==> src/rtl/nvr_pkg.sv <==
package nvr_pkg;

  localparam int unsigned SEL_W  = 3;
  localparam int unsigned BYTE_W = 8;

  localparam logic [SEL_W-1:0] SEL_ADDR_LO = 3'd0;
  localparam logic [SEL_W-1:0] SEL_ADDR_HI = 3'd1;
  localparam logic [SEL_W-1:0] SEL_DATA    = 3'd2;
  localparam logic [SEL_W-1:0] SEL_CTRL    = 3'd3;
  localparam logic [SEL_W-1:0] SEL_UNLOCK  = 3'd4;

  localparam int unsigned CTRL_RD_BIT  = 0;
  localparam int unsigned CTRL_WR_BIT  = 1;
  localparam int unsigned CTRL_WEN_BIT = 2;
  localparam int unsigned CTRL_ERR_BIT = 4;

  localparam logic [BYTE_W-1:0] CTRL_IDLE   = 8'h00;
  localparam logic [BYTE_W-1:0] CTRL_WEN    = 8'h04;
  localparam logic [BYTE_W-1:0] CTRL_WEN_RD = 8'h05;
  localparam logic [BYTE_W-1:0] CTRL_WEN_WR = 8'h06;

  localparam logic [BYTE_W-1:0] KEY_FIRST  = 8'h55;
  localparam logic [BYTE_W-1:0] KEY_SECOND = 8'hAA;

  typedef enum logic [4:0] {
    ST_IDLE,
    ST_CLR_LO,
    ST_CLR_HI,
    ST_SEL_ARR,
    ST_MASK_IRQ,
    ST_SET_WEN,
    ST_RD_GO,
    ST_RD_DATA,
    ST_RD_CAP,
    ST_WR_DATA,
    ST_UNLK_A,
    ST_UNLK_B,
    ST_WR_GO,
    ST_POLL_RD,
    ST_POLL_CHK,
    ST_ADV_LO,
    ST_ADV_HI,
    ST_CLR_WEN,
    ST_UNMASK,
    ST_ABORT
  } seq_state_t;

  typedef struct packed {
    logic              valid;
    logic              write;
    logic [SEL_W-1:0]  sel;
    logic [BYTE_W-1:0] wdata;
  } bus_op_t;

endpackage

==> src/rtl/nvr_addr_walker.sv <==
module nvr_addr_walker
  import nvr_pkg::*;
#(
  parameter int unsigned ARRAY_BYTES = 65536
) (
  input  logic              clk,
  input  logic              rst_n,
  input  logic              clr_lo_i,
  input  logic              clr_hi_i,
  input  logic              step_lo_i,
  input  logic              step_hi_i,
  output logic [BYTE_W-1:0] lo_o,
  output logic [BYTE_W-1:0] hi_o,
  output logic [BYTE_W-1:0] lo_next_o,
  output logic [BYTE_W-1:0] hi_next_o,
  output logic              lo_wrap_o,
  output logic              last_o
);

  localparam int unsigned ADDR_W    = 2 * BYTE_W;
  localparam int unsigned LAST_ADDR = ARRAY_BYTES - 1;
  localparam logic [ADDR_W-1:0] LAST_VEC = LAST_ADDR[ADDR_W-1:0];

  logic [BYTE_W-1:0] lo_q, lo_d;
  logic [BYTE_W-1:0] hi_q, hi_d;
  logic              lo_en, hi_en;

  assign lo_next_o = lo_q + 8'd1;
  assign hi_next_o = hi_q + 8'd1;
  assign lo_wrap_o = (lo_q == 8'hFF);
  assign last_o    = ({hi_q, lo_q} == LAST_VEC);

  always_comb begin
    lo_en = clr_lo_i | step_lo_i;
    hi_en = clr_hi_i | step_hi_i;
    lo_d  = clr_lo_i ? '0 : lo_next_o;
    hi_d  = clr_hi_i ? '0 : hi_next_o;
  end

  always_ff @(posedge clk or negedge rst_n) begin
    if (!rst_n) begin
      lo_q <= '0;
      hi_q <= '0;
    end else begin
      if (lo_en) lo_q <= lo_d;
      if (hi_en) hi_q <= hi_d;
    end
  end

  assign lo_o = lo_q;
  assign hi_o = hi_q;

endmodule

==> src/rtl/nvr_seq_fsm.sv <==
module nvr_seq_fsm
  import nvr_pkg::*;
(
  input  logic              clk,
  input  logic              rst_n,
  input  logic              start_i,
  input  logic [BYTE_W-1:0] rdata_i,
  input  logic              lo_wrap_i,
  input  logic              last_i,
  output seq_state_t        state_o,
  output logic [BYTE_W-1:0] data_o,
  output logic              error_o
);

  seq_state_t        state_q, state_d;
  logic [BYTE_W-1:0] data_q;
  logic              data_en;
  logic              err_q, err_d, err_en;
  logic              poll_err, poll_busy;

  assign poll_err  = rdata_i[CTRL_ERR_BIT];
  assign poll_busy = rdata_i[CTRL_WR_BIT];

  always_comb begin
    state_d = state_q;
    unique case (state_q)
      ST_IDLE:     if (start_i) state_d = ST_CLR_LO;
      ST_CLR_LO:   state_d = ST_CLR_HI;
      ST_CLR_HI:   state_d = ST_SEL_ARR;
      ST_SEL_ARR:  state_d = ST_MASK_IRQ;
      ST_MASK_IRQ: state_d = ST_SET_WEN;
      ST_SET_WEN:  state_d = ST_RD_GO;
      ST_RD_GO:    state_d = ST_RD_DATA;
      ST_RD_DATA:  state_d = ST_RD_CAP;
      ST_RD_CAP:   state_d = ST_WR_DATA;
      ST_WR_DATA:  state_d = ST_UNLK_A;
      ST_UNLK_A:   state_d = ST_UNLK_B;
      ST_UNLK_B:   state_d = ST_WR_GO;
      ST_WR_GO:    state_d = ST_POLL_RD;
      ST_POLL_RD:  state_d = ST_POLL_CHK;
      ST_POLL_CHK: begin
        if (poll_err)       state_d = ST_ABORT;
        else if (poll_busy) state_d = ST_POLL_RD;
        else if (last_i)    state_d = ST_CLR_WEN;
        else                state_d = ST_ADV_LO;
      end
      ST_ADV_LO:   state_d = lo_wrap_i ? ST_ADV_HI : ST_RD_GO;
      ST_ADV_HI:   state_d = ST_RD_GO;
      ST_CLR_WEN:  state_d = ST_UNMASK;
      ST_UNMASK:   state_d = ST_IDLE;
      ST_ABORT:    state_d = ST_IDLE;
      default:     state_d = ST_IDLE;
    endcase
  end

  always_comb begin
    data_en = (state_q == ST_RD_CAP);
    err_en  = 1'b0;
    err_d   = err_q;
    if ((state_q == ST_IDLE) && start_i) begin
      err_en = 1'b1;
      err_d  = 1'b0;
    end else if ((state_q == ST_POLL_CHK) && poll_err) begin
      err_en = 1'b1;
      err_d  = 1'b1;
    end
  end

  always_ff @(posedge clk or negedge rst_n) begin
    if (!rst_n) begin
      state_q <= ST_IDLE;
      data_q  <= '0;
      err_q   <= 1'b0;
    end else begin
      state_q <= state_d;
      if (data_en) data_q <= rdata_i;
      if (err_en)  err_q  <= err_d;
    end
  end

  assign state_o = state_q;
  assign data_o  = data_q;
  assign error_o = err_q;

endmodule

==> src/rtl/nvr_bus_encode.sv <==
module nvr_bus_encode
  import nvr_pkg::*;
(
  input  seq_state_t        state_i,
  input  logic [BYTE_W-1:0] lo_next_i,
  input  logic [BYTE_W-1:0] hi_next_i,
  input  logic [BYTE_W-1:0] data_i,
  output bus_op_t           op_o,
  output logic              mask_o
);

  function automatic bus_op_t wr_op(logic [SEL_W-1:0] sel, logic [BYTE_W-1:0] val);
    bus_op_t o;
    o.valid = 1'b1;
    o.write = 1'b1;
    o.sel   = sel;
    o.wdata = val;
    return o;
  endfunction

  function automatic bus_op_t rd_op(logic [SEL_W-1:0] sel);
    bus_op_t o;
    o.valid = 1'b1;
    o.write = 1'b0;
    o.sel   = sel;
    o.wdata = '0;
    return o;
  endfunction

  always_comb begin
    op_o = '0;
    unique case (state_i)
      ST_CLR_LO:  op_o = wr_op(SEL_ADDR_LO, 8'h00);
      ST_CLR_HI:  op_o = wr_op(SEL_ADDR_HI, 8'h00);
      ST_SEL_ARR: op_o = wr_op(SEL_CTRL, CTRL_IDLE);
      ST_SET_WEN: op_o = wr_op(SEL_CTRL, CTRL_WEN);
      ST_RD_GO:   op_o = wr_op(SEL_CTRL, CTRL_WEN_RD);
      ST_RD_DATA: op_o = rd_op(SEL_DATA);
      ST_WR_DATA: op_o = wr_op(SEL_DATA, data_i);
      ST_UNLK_A:  op_o = wr_op(SEL_UNLOCK, KEY_FIRST);
      ST_UNLK_B:  op_o = wr_op(SEL_UNLOCK, KEY_SECOND);
      ST_WR_GO:   op_o = wr_op(SEL_CTRL, CTRL_WEN_WR);
      ST_POLL_RD: op_o = rd_op(SEL_CTRL);
      ST_ADV_LO:  op_o = wr_op(SEL_ADDR_LO, lo_next_i);
      ST_ADV_HI:  op_o = wr_op(SEL_ADDR_HI, hi_next_i);
      ST_CLR_WEN: op_o = wr_op(SEL_CTRL, CTRL_IDLE);
      ST_ABORT:   op_o = wr_op(SEL_CTRL, CTRL_IDLE);
      default:    op_o = '0;
    endcase
  end

  always_comb begin
    unique case (state_i)
      ST_MASK_IRQ, ST_SET_WEN, ST_RD_GO, ST_RD_DATA, ST_RD_CAP,
      ST_WR_DATA, ST_UNLK_A, ST_UNLK_B, ST_WR_GO, ST_POLL_RD,
      ST_POLL_CHK, ST_ADV_LO, ST_ADV_HI, ST_CLR_WEN: mask_o = 1'b1;
      default:                                        mask_o = 1'b0;
    endcase
  end

endmodule

==> src/rtl/nvr_refresh_seq.sv <==
module nvr_refresh_seq
  import nvr_pkg::*;
#(
  parameter int unsigned ARRAY_BYTES = 65536
) (
  input  logic       clk,
  input  logic       rst_n,
  input  logic       start_i,
  output logic       busy_o,
  output logic       done_o,
  output logic       error_o,
  output logic       irq_mask_o,
  output logic       bus_valid_o,
  output logic       bus_write_o,
  output logic [2:0] bus_sel_o,
  output logic [7:0] bus_wdata_o,
  input  logic [7:0] bus_rdata_i
);

  seq_state_t        state;
  logic [BYTE_W-1:0] lo, hi, lo_next, hi_next, data;
  logic              lo_wrap, last;
  bus_op_t           op;

  nvr_seq_fsm u_fsm (
    .clk       (clk),
    .rst_n     (rst_n),
    .start_i   (start_i),
    .rdata_i   (bus_rdata_i),
    .lo_wrap_i (lo_wrap),
    .last_i    (last),
    .state_o   (state),
    .data_o    (data),
    .error_o   (error_o)
  );

  nvr_addr_walker #(.ARRAY_BYTES(ARRAY_BYTES)) u_walk (
    .clk       (clk),
    .rst_n     (rst_n),
    .clr_lo_i  (state == ST_CLR_LO),
    .clr_hi_i  (state == ST_CLR_HI),
    .step_lo_i (state == ST_ADV_LO),
    .step_hi_i (state == ST_ADV_HI),
    .lo_o      (lo),
    .hi_o      (hi),
    .lo_next_o (lo_next),
    .hi_next_o (hi_next),
    .lo_wrap_o (lo_wrap),
    .last_o    (last)
  );

  nvr_bus_encode u_enc (
    .state_i   (state),
    .lo_next_i (lo_next),
    .hi_next_i (hi_next),
    .data_i    (data),
    .op_o      (op),
    .mask_o    (irq_mask_o)
  );

  assign busy_o      = (state != ST_IDLE);
  assign done_o      = (state == ST_UNMASK);
  assign bus_valid_o = op.valid;
  assign bus_write_o = op.write;
  assign bus_sel_o   = op.sel;
  assign bus_wdata_o = op.wdata;

  logic unused_addr;
  assign unused_addr = ^{lo, hi};

endmodule

==> config.mk <==
export PLATFORM = sky130hd
export DESIGN_NAME = nvr_refresh_seq
export DESIGN_NICKNAME = d
export VERILOG_FILES = /design/src/rtl/nvr_pkg.sv /design/src/rtl/nvr_addr_walker.sv /design/src/rtl/nvr_seq_fsm.sv /design/src/rtl/nvr_bus_encode.sv /design/src/rtl/nvr_refresh_seq.sv
export SDC_FILE = /design/constraint.sdc
export NUM_CORES = 1
export LEC_CHECK = 0
export BUFFER_PORTS_ARGS = -buffer_cell sky130_fd_sc_hd__buf_2
export CAP_MARGIN = 10
export CELL_PAD_IN_SITES_DETAIL_PLACEMENT = 1
export CELL_PAD_IN_SITES_GLOBAL_PLACEMENT = 2
export CORE_MARGIN = 2
export CORE_UTILIZATION = 38
export DETAILED_ROUTE_END_ITERATION = 8
export GPL_TIMING_DRIVEN = 0
export PLACE_DENSITY = 0.88
export SKIP_CTS_REPAIR_TIMING = 1
export SLEW_MARGIN = 10
export SYNTH_ARGS = -nofsm -noshare
export SYNTH_HDL_FRONTEND = slang
export SYNTH_SLANG_ARGS = --single-unit
==> constraint.sdc <==
create_clock -name clk -period 4.4 [get_ports clk]
set_input_delay 0.88 -clock clk [delete_from_list [all_inputs] [get_ports clk]]
set_output_delay 0.88 -clock clk [all_outputs]
set_load 0.05 [all_outputs]
Yosys cells after proc, flatten, opt, wreduce, memory -nomap -nowiden

Memories as Yosys holds them, arrays and structs flattened.
Cells that the tools add are included.

$mul: 0
Shifts and indexed selects: 0
Bitwise operators: 2
Muxes and demuxes: 13
Order comparisons: 0
Div/mod/pow operators: 0
Add/sub/neg operators: 2
Eq/ne operators: 22
Reductions and logical operators: 8

Operators with widths:

| cell                   | number |
|---|---|
| $pmux W13 S13          | 1 |
| $pmux W5 S17           | 1 |
| $eq A5 B4 Y1 const B   | 8 |
| $mux W5                | 5 |
| $eq A5 B3 Y1 const B   | 4 |
| $eq A5 B5 Y1 const B   | 4 |
| $add A8 B1 Y8 const B  | 2 |
| $eq A16 B16 Y1 const B | 1 |
| $mux W8                | 2 |
| $eq A5 B2 Y1 const B   | 2 |
| $eq A8 B8 Y1 const B   | 1 |
| $eq A5 B1 Y1 const B   | 1 |
| $logic_not A5 Y1       | 1 |
| $reduce_bool A5 Y1     | 1 |
| $mux W1                | 4 |
| $reduce_or A3 Y1       | 1 |
| $logic_and A1 B1 Y1    | 2 |
| $ne A2 B2 Y1 const B   | 1 |
| $or A1 B1 Y1           | 2 |
| $reduce_and A2 Y1      | 1 |
| $reduce_bool A2 Y1     | 1 |
| $reduce_or A2 Y1       | 1 |

Bits in read-only memories: 32
Register bits after elaboration: 30
Bits in latches: 0
Logic and storage cells: 53
Bits of input ports: 11
Memories: 1
Memory bits (writable): 0

Memory list:

| memory          | depth | width | read ports | clocked after Yosys merged registers in | write ports | RTL line             | text |
|---|---|---|---|---|---|---|---|
| (no name shown) | 32    | 1     | 1          | 0                                       | 0           | nvr_bus_encode.sv:53 | `unique case (state_i)` |

Depth between registers and ports, before layout

Word-level depth: 5
Gate-level depth with buffers: 6
Depth with buffers taken out: 5

Modules after synthesis

Synthesis repeated with hierarchy kept, for this count alone.

Cells, all modules: 256
Area, all modules: 2235.9 sq um

By module, submodules not included:

| module          | area an instance (sq um) | sequential area each (sq um) | cells each | instances |
|---|---|---|---|---|
| nvr_addr_walker | 959.7                    | 400.4                        | 105        | 1 |
| nvr_seq_fsm     | 713.2                    | 350.3                        | 65         | 1 |
| nvr_bus_encode  | 490.5                    | 0.0                          | 77         | 1 |
| nvr_refresh_seq | 72.6                     | 0.0                          | 9          | 1 |

Least setup slack after synthesis

Ideal clock, no wire load.

Kind: flip-flop to output port
Start: register u_fsm.state_q[2] (netlist: u_fsm.state_o[2])
End: output port bus_write_o
Path buffers: 1
Slack: 1.291 ns
Data arrival time: 2.229 ns
Stages on the path, launching flop included: 6
Path through: dfrtp_1 -> buf_4 -> nand2_1 -> xnor2_1 -> o211ai_1 -> o31a_1

Word-level cells in the longest chain between the ends: 3

Ends and longest elaborated chain:

| what                                                | RTL line              | text |
|---|---|---|
| start: declaration                                  | nvr_seq_fsm.sv:15     | `seq_state_t state_q, state_d;` |
| start signal: assignment                            | nvr_seq_fsm.sv:75     | `state_q <= state_d;` |
| $eq A5 B2 Y1 / $eq A5 B5 Y1 (equally long branches) | nvr_bus_encode.sv:32  | `unique case (state_i)` |
| $reduce_or A3 Y1 (no source line)                   | n/a                   |  |
| $pmux W13 S13 *                                     | nvr_bus_encode.sv:32  |  |
| end: declaration                                    | nvr_refresh_seq.sv:14 | `output logic bus_write_o,` |

Mark *: on every way between the ends. The rest lies on a longest branch, timed or not.

Worst setup path in the final report

Start: register u_fsm.state_q[3] (netlist: u_fsm.state_o[3])
End: output port bus_wdata_o[5]

Word-level cells in the longest chain between the ends: 3

Ends and longest elaborated chain:

| what                                                | RTL line              | text |
|---|---|---|
| $eq A5 B2 Y1 / $eq A5 B5 Y1 (equally long branches) | nvr_bus_encode.sv:32  |  |
| $reduce_or A3 Y1 (no source line)                   | n/a                   |  |
| $pmux W13 S13 *                                     | nvr_bus_encode.sv:32  |  |
| end: declaration                                    | nvr_refresh_seq.sv:16 | `output logic [7:0] bus_wdata_o,` |

Marked as above.

==> impl_results.md <==
- Status: completed
- Via count: 1875
- I/O Pins: 28
- Hpwl dp: 4512 um
- CP max stage delay: 0.42 ns
- Pwr per Cell Area: 748.7 nW/um^2
- Die area: 6052 sq um
- Share of the synthesized area in the top cell type: 0.3628
- First-pass GRT wire length: 9880 um
- Maximum VDD drop: 0.4516 mV
- Initial antenna violation count: 0
- Final hold violations: 0
- Area Overhead vs Synth: 15.18%
- CTS sink count: 30
- Grt ovf: 0
- Post-Place Worst Slack: 1.711 ns
- CTS clk-pin slew, worst paths: 0.06 ns
- DRC: 0
- Port bufs: 27
- Vias in the first global route: 1869
- Final setup vio count: 0
- Area occupied by multi-input gates: 1229 sq um
- Clock tree buffer depth: 2
- Worst Setup SP: u_fsm.state_o[3]
- Worst hold start: u_fsm.data_o[4]
- Largest fanout on the critical path: 10
- Max Slew Vio Count: 0
- Die height: 77.80 um
- Core Region: 5172 sq um
- Pleak: 1.049 nW
- Post-synth EDFFs: 0
- Data arrival, critical path: 2.16 ns
- CTS buffer count: 5
- RD Place Congestion: 0.8261
- N_diodes: 0
- Post-Syn Area: 2069 sq um
- Top cells by area, synth: dfrtp_1 (36%), xnor2_1 (5.9%), o21ai_0 (4.6%), mux2_2 (4.4%), nand2_1 (4.0%)
- Site row count: 26
- Setup_tns: 0 ns
- Worst path required time: 3.52 ns
- Cell taking the most area after synthesis: dfrtp_1
- Sw Share: 0.5382
- CP max stage cell: nor3b_1
- Routed Antenna Nets: 0
- DRT Pass-1 Iters: 4
- Max-cap viol count: 0
- Reg area: 750.7 sq um
- Fmax: 329.2 MHz
- Ratio of cells with drive above 1 in the final layout: 0.2360
- Worst flop-to-flop path startpoint: u_fsm.state_o[0]
- Largest net degree at the start of global routing: 31
- Initial DRC count: 55
- Setup crit start kind: register
- Starting Density: 0.4001
- Fin crit share: 0.6905
- Final net count: 279
- Synth Register Bits: 30
- Via density: 5.564
- Psw: 960.5 uW
- Die W: 77.80 um
- Cell Chain, Critical Path: buf_4, buf_2, nor3b_1, o21ai_0, o221ai_1, buf_2
- GRT Util Overall: 0.2133
- Syn nets: 245
- Syn. warnings: 0
- Seq/Total Area, Yosys: 0.3628
- CTS tree: yes
- Async SR Flop Fraction: 1.000
- Avg Cell Area, Syn: 8.920 sq um
- Max_slew headroom: 0.5342
- Post-route minimum period: 3.038 ns
- Worst Max-Slew Pin Slew: 0.6987 ns
- Part of the power in combinational logic: 0.631
- Average routed wire per standard cell: 18.01 um
- Crit path kind: register to output pin
- H-tree depth: 2
- Setup crit end kind: output pin
- Worst Hold Class: register to register
- RSZ-0062 raised after global routing: no
- Sequential fraction of design power: 0.239
- Clk pwr share: 0.131
- Filler cells: 636
- Clock latency on the worst-skew pair: 0.29 ns
- Clk root buf: clkbuf_8
- Top FF cell, synth: dfrtp_1
- Final WS setup: 1.362 ns
- Unique masters post-synth: 53
- Final wirelength: 6069 um
- Cell Int Power: 824.0 uW
- Clk_skew: 0.002575 ns
- Cells after synthesis: 232
- Critical path's most frequent cell: buf_2
[synthesized netlist by cell type, drive strengths merged (2+ instances only)]
library cell / count
a22o: 2
o211ai: 2
o221ai: 4
nor3b: 3
nor4: 5
nand3: 10
dfrtp: 30
o21a: 2
a21o: 3
nand2b: 5
xnor2: 14
clkbuf: 2
nor2b: 2
nor2: 21
a21oi: 11
nand4: 2
a31oi: 2
and3: 3
inv: 5
ha: 2
a211o: 2
nand3b: 3
mux2: 8
a221o: 2
o21ai: 20
xor2: 8
buf: 10
nor3: 12
nand2: 22
[path summary, 6_finish.rpt]
path	end	slack, ns	cells past startpoint
max reg2reg	u_walk.hi_o[6]	2.60	4
min	u_fsm.data_o[4]	0.51	1
max in group asynchronous	u_fsm.state_o[0]	3.31	1
max	bus_wdata_o[5]	1.36	6
min reg2reg	u_fsm.data_o[4]	0.51	1
min in group asynchronous	u_fsm.data_o[6]	0.64	1
[cells in the final DEF (no fill, tap or decap), drive strengths merged, types with 2 or more instances in the layout]
master / count
xor2: 8
nand4: 2
dfrtp: 30
mux2: 8
nand3b: 3
a21o: 3
and3: 3
nor2b: 2
a221o: 2
nor2: 21
o21a: 2
nor3b: 3
nor3: 12
o211ai: 2
clkbuf: 9
xnor2: 14
nand3: 10
nand2b: 5
o221ai: 4
a21oi: 11
ha: 2
nand2: 22
inv: 5
o21ai: 20
buf: 37
a22o: 2
a31oi: 2
a211o: 2
nor4: 5
[power by group through the flow]
stage | logic, mW | registers, mW | clock network [mW]
6_report | 1.13 | 0.426 | 0.233
2_1_floorplan | 0.862 | 0.423 | 0
5_1_grt | 1.21 | 0.434 | 0.249
3_5_place_dp | 1.13 | 0.429 | 0
4_1_cts | 1.13 | 0.426 | 0.240
3_3_place_gp | 1.12 | 0.427 | 0
[final cells by class]
type                       count  share of cell area
clock buffer                   7             0.03622
inverter                       5            0.007874
clock inverter                 1            0.002100
tap                           70             0.03675
timing repair buffer          27             0.05669
multi-input combinational    185              0.5155
buffer                        12             0.02992
sequential                    30              0.3150
[registers in the layout, summed over array words and instances, names as in the netlist]
| register | cells |
|---|---|
| u_fsm.data_o | 8 |
| u_walk.hi_o | 8 |
| u_walk.lo_o | 8 |
| u_fsm.state_o | 5 |
| u_fsm.error_o | 1 |
[critical path, delay by kind of cell, from the launching register on]
family          cells  cell delay [ns]
compound gates      2             0.29
buf+inv             3             0.74
flops               1             0.41
simple gates        1             0.42
[cell families (layout without fill, tap and decap cells)]
group,Yosys count,after routing,share of synthesized area
adders and majority gates,2,2,0.01209
muxes,8,8,0.04353
xor gates and xnor gates,22,22,0.09311
AOI/OAI and AO/OA,59,59,0.1898
DFF,30,30,0.3628
and+or+nand+nor,94,94,0.2552
buffers and inverters,17,52,0.04353
[metal layers]
metal	GRT usage	wire length, um	vias to the layer above
met5	0	0	-
met4	0.07321	76	0
met3	0.03837	194	7
met2	0.3319	2854	32
met1	0.2972	2944	930
li1	-	-	906
[per-stage QoR]
step	util	std cells	area, sq um	hold slack, ns	total power, mW
finish	0.4608	337	2384	0.5090	1.784
global route	0.4608	337	2384	0.5297	1.894
CTS	0.4608	337	2384	0.5129	1.795
detailed placement	0.4432	329	2292	0.4980	1.555
global placement	0.4432	329	2292	0.4883	1.542
floorplan	-	232	2069	0.4739	1.285
Power figures use the tool's default switching activity.
